[src/rtl/irq_line_pkg.sv]
package irq_line_pkg;

  typedef enum logic [1:0] {
    TRIG_LVL_LOW  = 2'd0,
    TRIG_EDG_FALL = 2'd1,
    TRIG_LVL_HIGH = 2'd2,
    TRIG_EDG_RISE = 2'd3
  } trig_mode_e;

  typedef enum logic [1:0] {
    SEL_CTRL = 2'd0,
    SEL_PEND = 2'd1,
    SEL_EN   = 2'd2
  } reg_sel_e;

  localparam int unsigned NUM_LAYOUTS = 3;

  // Byte offset of a register in a given layout.
  function automatic logic [11:0] reg_offset(int unsigned layout, reg_sel_e sel);
    logic [11:0] off;
    if (layout == 2) begin
      case (sel)
        SEL_CTRL: off = 12'h00C;
        SEL_PEND: off = 12'h010;
        default:  off = 12'h040;
      endcase
    end else begin
      case (sel)
        SEL_CTRL: off = 12'h000;
        SEL_PEND: off = 12'h004;
        default:  off = (layout == 1) ? 12'h034 : 12'h008;
      endcase
    end
    return off;
  endfunction

  function automatic logic mode_is_edge(trig_mode_e m);
    return m[0];
  endfunction

  function automatic logic mode_active_high(trig_mode_e m);
    return m[1];
  endfunction

endpackage

[src/rtl/irq_pin_sync.sv]
module irq_pin_sync #(
  parameter int unsigned STAGES = 2
) (
  input  logic clk,
  input  logic rst_n,
  input  logic async_in,
  output logic sync_out
);
  logic [STAGES-1:0] chain_q;

  generate
    for (genvar i = 0; i < STAGES; i++) begin : g_stage
      if (i == 0) begin : g_first
        always_ff @(posedge clk or negedge rst_n) begin
          if (!rst_n) chain_q[0] <= 1'b0;
          else        chain_q[0] <= async_in;
        end
      end else begin : g_next
        always_ff @(posedge clk or negedge rst_n) begin
          if (!rst_n) chain_q[i] <= 1'b0;
          else        chain_q[i] <= chain_q[i-1];
        end
      end
    end
  endgenerate

  assign sync_out = chain_q[STAGES-1];
endmodule

[src/rtl/irq_trig_detect.sv]
module irq_trig_detect
  import irq_line_pkg::*;
(
  input  logic       clk,
  input  logic       rst_n,
  input  logic       pin_sync,
  input  trig_mode_e mode,
  output logic       event_o
);
  logic prev_q;
  logic lvl_hit;
  logic rise_seen;
  logic fall_seen;

  always_ff @(posedge clk or negedge rst_n) begin
    if (!rst_n) prev_q <= 1'b0;
    else        prev_q <= pin_sync;
  end

  assign rise_seen = pin_sync & ~prev_q;
  assign fall_seen = ~pin_sync & prev_q;
  assign lvl_hit   = mode_active_high(mode) ? pin_sync : ~pin_sync;

  always_comb begin
    if (mode_is_edge(mode))
      event_o = mode_active_high(mode) ? rise_seen : fall_seen;
    else
      event_o = lvl_hit;
  end
endmodule

[src/rtl/irq_line_regs.sv]
module irq_line_regs
  import irq_line_pkg::*;
#(
  parameter int unsigned ADDR_W = 8,
  parameter int unsigned DATA_W = 32,
  parameter logic [ADDR_W-1:0] CTRL_ADDR = '0,
  parameter logic [ADDR_W-1:0] PEND_ADDR = '0,
  parameter logic [ADDR_W-1:0] EN_ADDR   = '0
) (
  input  logic              clk,
  input  logic              rst_n,
  input  logic [ADDR_W-1:0] addr,
  input  logic              wr_en,
  input  logic [DATA_W-1:0] wr_data,
  output logic [DATA_W-1:0] rd_data,
  input  logic              event_i,
  output trig_mode_e        mode_o,
  output logic              pend_o,
  output logic              en_o,
  output logic              ack_o
);
  localparam int unsigned MODE_W = 2;

  trig_mode_e mode_q;
  logic       pend_q;
  logic       en_q;
  logic       hit_ctrl, hit_pend, hit_en;
  logic       unused_wdata;

  assign hit_ctrl = (addr == CTRL_ADDR);
  assign hit_pend = (addr == PEND_ADDR);
  assign hit_en   = (addr == EN_ADDR);
  assign ack_o    = wr_en & hit_pend & wr_data[0];
  assign unused_wdata = ^wr_data[DATA_W-1:MODE_W];

  always_ff @(posedge clk or negedge rst_n) begin
    if (!rst_n) begin
      mode_q <= TRIG_LVL_LOW;
      en_q   <= 1'b0;
    end else if (wr_en) begin
      if (hit_ctrl) mode_q <= trig_mode_e'(wr_data[MODE_W-1:0]);
      if (hit_en)   en_q   <= wr_data[0];
    end
  end

  // Event has priority over acknowledge.
  always_ff @(posedge clk or negedge rst_n) begin
    if (!rst_n)        pend_q <= 1'b0;
    else if (event_i)  pend_q <= 1'b1;
    else if (ack_o)    pend_q <= 1'b0;
  end

  always_comb begin
    rd_data = '0;
    if (hit_ctrl)      rd_data[MODE_W-1:0] = mode_q;
    else if (hit_pend) rd_data[0] = pend_q;
    else if (hit_en)   rd_data[0] = en_q;
  end

  assign mode_o = mode_q;
  assign pend_o = pend_q;
  assign en_o   = en_q;
endmodule

[src/rtl/irq_line_ctrl.sv]
module irq_line_ctrl
  import irq_line_pkg::*;
#(
  parameter int unsigned LAYOUT      = 0,
  parameter int unsigned ADDR_W      = 8,
  parameter int unsigned SYNC_STAGES = 2
) (
  input  logic              clk,
  input  logic              rst_n,
  input  logic [ADDR_W-1:0] bus_addr,
  input  logic              bus_wr_en,
  input  logic [31:0]       bus_wr_data,
  output logic [31:0]       bus_rd_data,
  input  logic              irq_pin,
  output logic              irq_out
);
  localparam logic [ADDR_W-1:0] CTRL_OFF = ADDR_W'(reg_offset(LAYOUT, SEL_CTRL));
  localparam logic [ADDR_W-1:0] PEND_OFF = ADDR_W'(reg_offset(LAYOUT, SEL_PEND));
  localparam logic [ADDR_W-1:0] EN_OFF   = ADDR_W'(reg_offset(LAYOUT, SEL_EN));

  logic       pin_s;
  logic       evt;
  trig_mode_e mode;
  logic       pend;
  logic       en;
  logic       ack_hit;

  irq_pin_sync #(.STAGES(SYNC_STAGES)) u_sync (
    .clk      (clk),
    .rst_n    (rst_n),
    .async_in (irq_pin),
    .sync_out (pin_s)
  );

  irq_trig_detect u_detect (
    .clk      (clk),
    .rst_n    (rst_n),
    .pin_sync (pin_s),
    .mode     (mode),
    .event_o  (evt)
  );

  irq_line_regs #(
    .ADDR_W    (ADDR_W),
    .DATA_W    (32),
    .CTRL_ADDR (CTRL_OFF),
    .PEND_ADDR (PEND_OFF),
    .EN_ADDR   (EN_OFF)
  ) u_regs (
    .clk     (clk),
    .rst_n   (rst_n),
    .addr    (bus_addr),
    .wr_en   (bus_wr_en),
    .wr_data (bus_wr_data),
    .rd_data (bus_rd_data),
    .event_i (evt),
    .mode_o  (mode),
    .pend_o  (pend),
    .en_o    (en),
    .ack_o   (ack_hit)
  );

  assign irq_out = pend & en;
endmodule

[config.mk]
export PLATFORM = sky130hd
export DESIGN_NAME = irq_line_ctrl
export DESIGN_NICKNAME = d
export VERILOG_FILES = /design/src/rtl/irq_line_pkg.sv /design/src/rtl/irq_pin_sync.sv /design/src/rtl/irq_trig_detect.sv /design/src/rtl/irq_line_regs.sv /design/src/rtl/irq_line_ctrl.sv
export SDC_FILE = /design/constraint.sdc
export NUM_CORES = 1
export LEC_CHECK = 0
export ABC_AREA = 1
export BUFFER_PORTS_ARGS = -buffer_cell sky130_fd_sc_hd__buf_2
export CAP_MARGIN = 10
export CORE_UTILIZATION = 25
export DETAILED_ROUTE_END_ITERATION = 8
export PLACE_DENSITY_LB_ADDON = 0.2
export SLEW_MARGIN = 15
export SYNTH_ARGS = -nofsm -noshare
export SYNTH_HDL_FRONTEND = slang
export SYNTH_SLANG_ARGS = --single-unit
[constraint.sdc]
create_clock -name clk -period 1.3 [get_ports clk]
set_clock_uncertainty 0.2 [all_clocks]
set_input_delay 0.065 -clock clk [delete_from_list [all_inputs] [get_ports clk]]
set_output_delay 0.065 -clock clk [all_outputs]
set_load 0.05 [all_outputs]
==> results of run 1 <==
==> cells in the final DEF (no fill, tap or decap), types with 3 or more instances in the layout <==
| cell | n |
|---|---|
| inv_1 | 12 |
| inv_2 | 4 |
| nand3_2 | 4 |
| conb_1 | 30 |
| nor2_2 | 4 |
| nand2_1 | 20 |
| clkbuf_4 | 4 |
| dlygate4sd3_1 | 6 |
| nor2_1 | 3 |
| buf_2 | 13 |
| dfrtp_1 | 7 |
==> timing repair <==
action,in CTS,in global routing
setup endpoints to repair,2,2
resized for setup,3,5
pin swaps,1,2
hold buffers,6,0
hold endpoints to repair,12,0
buffers inserted,0,1
==> layout make-up <==
cell class | count | share of cell area (%)
multi-input cells | 69 | 42.2
flip-flops and latches | 7 | 21.9
repair buffers | 23 | 20.4
inverters | 16 | 7.52
well taps | 30 | 4.70
clock buffers | 4 | 3.29
==> power by group through the flow <==
stage                     Clock (W)  Combinational [W]  Sequential, W
after global routing       0.000216           0.000301       0.000234
after CTS                  0.000197           0.000277       0.000233
final                      0.000184           0.000281       0.000234
after global placement            0           0.000262       0.000237
after detailed placement          0           0.000263       0.000237
after floorplan                   0           0.000301       0.000236
==> metal layers <==
layer,vias up,part of all wire (%),global-route usage [%]
li1,265,-,-
met4,0,0,3.95
met5,-,0,0
met3,0,7.7,0.847
met2,26,56,13.8
met1,219,36,6.45
==> metrics by stage <==
step           area [µm²]  hold slack [ns]  worst slack, ns
6_report              798           0.0545           0.0144
5_1_grt               798           0.0644          -0.0700
4_1_cts               769           0.0452          -0.0189
3_5_place_dp          674           -0.297           0.0380
3_3_place_gp          674           -0.300           0.0419
2_1_floorplan         782           -0.431            0.187
==> cells by family (layout without fill, tap and decap cells) <==
| family | after synthesis | count (layout) | share of synthesized area (%) |
|---|---|---|---|
| AND/OR/NAND/NOR | 38 | 38 | 29.7 |
| other | 1 | 30 | 0.559 |
| flip-flops | 7 | 7 | 26.1 |
| buffers and inverters | 46 | 43 | 42.5 |
| AO/OA/AOI/OAI | 1 | 1 | 1.12 |
==> critical path, cell delays in order, from the launching register on <==
cell and delay (ns):
dfrtp_1 0.37, nand3_2 0.07, nand3_2 0.07, nand2_1 0.05, inv_1 0.06, buf_6 0.15
==> flip-flops by register name, summed over array words and instances (netlist names) <==
signal	flops
u_detect.prev_q	1
u_regs.en_o	1
u_regs.mode_o	2
u_regs.pend_o	1
u_sync.chain_q	1
u_sync.sync_out	1
==> worst max-delay path by stage <==
| stage | start | to | slack (ns) | cells past startpoint |
|---|---|---|---|---|
| final | u_regs.pend_o | bus_rd_data[0] | 0.01 | 5 |
| after global routing | u_regs.pend_o | bus_rd_data[0] | -0.07 | 5 |
| after CTS | u_regs.en_o | bus_rd_data[0] | -0.02 | 5 |
| after detailed placement | bus_addr[6] | bus_rd_data[0] | 0.04 | 9 |
| after global placement | bus_addr[6] | bus_rd_data[0] | 0.04 | 9 |
| after floorplan | bus_addr[6] | bus_rd_data[0] | 0.19 | 7 |
==> flow_metrics.tcl, run 1 <==
set metrics [dict create \
    grt_usage_pct 6.86 \
    row_count 18 \
    fillCellCount 283 \
    reg2reg_depth 4 \
    dp_cells 138 \
    initial_utilization_pct 26.8 \
    synth_top_cell_by_area "buf_4" \
    power_switching_w 0.000310 \
    synth-warning-count 0 \
    arrival_ns 1.02 \
    power_frac_seq_pct 33.5 \
    status "finished, final reports clean" \
    p_clk_share_pct 26.3 \
    ir_drop_v 0.000378 \
    cts_tree "built" \
    p_comb_share_pct 40.2 \
    die_area_um2 2890 \
    switching_share_pct 44.5 \
    p_leak_nw 0.481 \
    synth_seq_cells 7 \
    start_kind "flip-flop" \
    synth-edff-count 0 \
    hp-class "in -> reg" \
    ys_seq_area_share_pct 26.1 \
    end_kind "output pin" \
    syn2layout_area_growth_pct 19.0 \
    vias 510 \
    drt-vias-per-instance 3.42 \
    fin_util_pct 31.9 \
    grt_overflow 0 \
    clockBufferDepth 2 \
    p_int_w 0.000388 \
    synth-main-ff-cell "dfrtp_1" \
    clk_pin_slew_ns 0.05 \
    antenna_found_initial 0 \
    final-max-slew-violation-count 0 \
    path_class "reg -> out" \
    total_power_w 0.000698 \
    numCtsBuffers 3 \
    drcViolationCount 0 \
    clock_latency_ns 0.24 \
    numPortBuffers 16 \
    rr_endpoint "u_regs.pend_o" \
    period_needed_ns 1.29 \
    drt_iter0_drc 6 \
    dieHeight_um 53.8 \
    multi_input_area_um2 337 \
    synthArstFlopShare_pct 100 \
    grt_pass1_vias 409 \
    maxCapViolCount 0 \
    yosysMostFrequentCell "buf_4" \
    wl_per_cell_um 6.20 \
    synth.cell_area_um2 671 \
    critical_path_required_ns 1.03 \
    core_area_um2 2500 \
    gp_congestion 0.659 \
    fin_nets 164 \
    h-tree-depth 1 \
    grt_max_degree 8 \
    root_buffer "clkbuf_4" \
    hold_start "bus_addr[5]" \
    grt_pass1_wl_mm 1.45 \
    power_density_nw_per_um2 874 \
    hold_viol_final 0 \
    yosys.area.top_type_share_pct 33.6 \
    synthTopCellsByArea "buf_4 34%, dfrtp_1 26%, nand2_1 11%, inv_1 6.7%, nand3_1 3.7%" \
    ff2ff_setup_slack_ns 0.15 \
    register_area_um2 175 \
    layout.cells.non_filler 149 \
    synth_commonest_cells "30 x buf_4, 20 x nand2_1, 12 x inv_1" \
    setup_tns_ns 0 \
    fmax_mhz 778 \
    synth_cell_types 15 \
    clkSinkCount 7 \
    hold_end "u_regs.pend_o" \
    drive_gt1_share_pct 29.4 \
    dr.pass1.iters 4 \
    synthCells 93 \
    rsz0062_at_grt "yes" \
    die_w_um 53.8 \
    ant_nets 0 \
    r2r_start "u_regs.mode_o[1]" \
    cp_max_fo 3 \
    syn_avg_cell_area_um2 7.21 \
    min_path_cells 7 \
    totalWireLength_um 924 \
    diodes 0 \
    period_share_pct 98.9 \
    io_pins 77 \
    dpl.hpwl_um 809 \
    setup_viol 0 \
]
(Power assumes the default switching activity.)
==> inputs of run 2 (changes only) <==
- ABC_AREA: 1 -> not set
- PLACE_DENSITY: not set -> 0.63
- PLACE_DENSITY_LB_ADDON: 0.2 -> not set
==> run 2 against run 1 <==
Critical path depth unchanged. Largest cell class unchanged. First-iteration DRC count is 83% lower. Via count fell by 12%. Highest routed layer is now met4. Final area is 6.7% higher. Area after synthesis down 12%. Critical path type is now in -> reg. Largest power group unchanged. The flow now finishes with violations (setup timing). Core utilization increased by 6.6 points. Flip-flop and latch count unchanged.
==> flow_metrics.tcl, run 2 <==
set metrics [dict create \
    status "complete, but fails checks" \
    violations "setup timing" \
    synth_xor_area_share_pct 0 \
    p_int_w 0.000409 \
    synth_top_family_by_area "buffers and inverters" \
    synth-edff-count 0 \
    dp_cells 113 \
    syn2layout_area_growth_pct 44.3 \
    arrival_ns 1.41 \
    synth.cell_area_um2 591 \
    dr.pass1.iters 2 \
    synth_commonest_cells "30 x buf_4, 7 x dfrtp_1, 3 x mux2_1" \
    p_clk_share_pct 25.8 \
    largest_register_ffs 2 \
    synthTopCellsByArea "buf_4 38%, dfrtp_1 30%, mux2_1 5.7%, nor3_4 2.8%, o41ai_2 2.8%" \
    start_kind "input port" \
    synthAdderAreaFrac_pct 0 \
    layout.cells.non_filler 123 \
    syn_avg_cell_area_um2 9.68 \
    setup_viol 6 \
    fillCellCount 217 \
    drive_gt1_share_pct 46.3 \
    drt-vias-per-instance 3.65 \
    synth-warning-count 0 \
    setup_ws_ns -0.187 \
    grt_max_degree 8 \
    ir_drop_v 0.000609 \
    dp_slack_ns -0.356 \
    r2r_start "u_regs.mode_o[0]" \
    synth_cell_types 21 \
    vias 449 \
    final_cell_mix "30 x conb_1, 11 x buf_2, 8 x buf_4" \
    hold_viol_final 0 \
    die_area_um2 2560 \
    critPathCapture "u_regs.en_o" \
    numPortBuffers 16 \
    initial_utilization_pct 26.7 \
    ant_nets 0 \
    cp_max_fo 4 \
    drcViolationCount 0 \
    grt_pass1_vias 404 \
    yosys.area.top_type_share_pct 38.1 \
    hold_start "bus_addr[6]" \
    maxCapViolCount 0 \
    critical_path_required_ns 1.23 \
    die_w_um 50.6 \
    row_count 17 \
    gp_congestion 0.788 \
    synthCells 61 \
    synthArstFlopShare_pct 100 \
    end_kind "flip-flop" \
    switching_share_pct 43.3 \
    drt_iter0_drc 1 \
    p_leak_nw 0.443 \
    dpl.hpwl_um 839 \
    io_pins 77 \
    root_buffer "clkbuf_4" \
    cts_tree "built" \
    totalWireLength_mm 1.09 \
    clockBufferDepth 2 \
    clk_pin_slew_ns 0.05 \
    synth_top_cell_by_area "buf_4" \
    synthSimpleGateAreaFrac_pct 17.8 \
    grt_pass1_wl_mm 1.71 \
    clkSinkCount 7 \
    grt_usage_pct 9.02 \
    rsz0062_at_grt "yes" \
    synth.area.mux_share_pct 5.72 \
    grt_overflow 0 \
    h-tree-depth 1 \
    diodes 0 \
    wl_per_cell_um 8.86 \
    fin_nets 140 \
    fmax_mhz 673 \
    mostFrequentLayoutCell "conb_1" \
    startpoint "bus_addr[6]" \
    synth_seq_cells 7 \
    power_switching_w 0.000313 \
    rr_endpoint "u_regs.pend_o" \
    ys_seq_area_share_pct 29.7 \
    yosysMostFrequentCell "buf_4" \
    antenna_found_initial 0 \
    period_share_pct 114 \
    power_density_nw_per_um2 847 \
    synth-main-ff-cell "dfrtp_1" \
    ff2ff_setup_slack_ns 0.13 \
    reg2reg_depth 3 \
    clock_latency_ns 0.24 \
    power_frac_seq_pct 32.5 \
    period_needed_ns 1.49 \
    final-max-slew-violation-count 0 \
    p_comb_share_pct 41.7 \
    hp-class "in -> reg" \
    path_class "in -> reg" \
    dieHeight_um 50.6 \
    core_area_um2 2210 \
    numCtsBuffers 3 \
    synth-compound-area-share_pct 6.78 \
]
## run 2: changes by cell type after synthesis, sizes merged, moves of 3 or more
cell | before | now
nor2 | 8 | 2
nand3 | 6 | 1
nand2 | 22 | 2
nor3 | 0 | 3
inv | 16 | 2
mux2 | 0 | 3
## run 2: worst min-delay path by stage
stage                                   end  slack (ns)  depth (start not counted)
after floorplan             u_detect.prev_q       -0.43                          0
after global placement    u_sync.chain_q[0]       -0.30                          1
after detailed placement  u_sync.chain_q[0]       -0.30                          1
after CTS                     u_regs.pend_o        0.04                          4
after global routing          u_regs.pend_o        0.06                          4
final                         u_regs.pend_o        0.05                          4
## run 2: routing by layer
metal,wire [µm],vias up,GRT usage (%)
met3,83,2,3.94
met2,596,30,17.3
met5,0,-,0
met4,21,0,0
li1,-,215,-
met1,388,202,9.51
## run 2: final cells by class
| cell class | instances | area (µm²) | share of cell area, % |
|---|---|---|---|
| Timing Repair Buffer | 31 | 248 | 29.1 |
| Sequential cell | 7 | 175 | 20.6 |
| Inverter | 2 | 7.51 | 0.881 |
| Multi-Input combinational cell | 51 | 360 | 42.3 |
| Clock buffer | 4 | 26.3 | 3.08 |
| Tap cell | 28 | 35.0 | 4.11 |
## run 2: power by group through the flow
| stage | clock network [W] | registers [W] | logic (W) |
|---|---|---|---|
| CTS | 0.000197 | 0.000234 | 0.000289 |
| detailed placement | 0 | 0.000237 | 0.000269 |
| finish | 0.000186 | 0.000234 | 0.000301 |
| global placement | 0 | 0.000237 | 0.000267 |
| global route | 0.000211 | 0.000235 | 0.000317 |
| floorplan | 0 | 0.000236 | 0.000287 |
## run 2: logic make-up after synthesis
kind of cell	after synthesis
other	1
muxes	3
buffers and inverters	32
DFF	7
AOI/OAI and AO/OA	4
and+or+nand+nor	14
## run 2: metrics by stage
step	utilization, %	instance area (µm²)	hold WS [ns]	power [W]	TNS [ns]
3_5_place_dp	30.9	684	-0.296	0.000506	-1.84
4_1_cts	36.2	801	0.0412	0.000720	-0.609
5_1_grt	38.5	852	0.0560	0.000763	-1.09
3_3_place_gp	30.9	684	-0.296	0.000504	-1.81
2_1_floorplan	-	727	-0.431	0.000523	-0.962
6_report	38.5	852	0.0495	0.000722	-0.880
## run 2: what timing repair did
action | in CTS | in global routing
hold buffers | 5 | 0
gates resized for setup | 13 | 8
setup buffers | 0 | 1
pin swaps | 4 | 3
endpoints found under the hold margin | 11 | 0
setup endpoints to repair | 6 | 7
## run 2: worst max-delay path, stage by stage
cell and delay [ns]:
buf_6 0.09, or4_4 0.59, buf_6 0.16, nor3_4 0.20
mux2_4 0.32
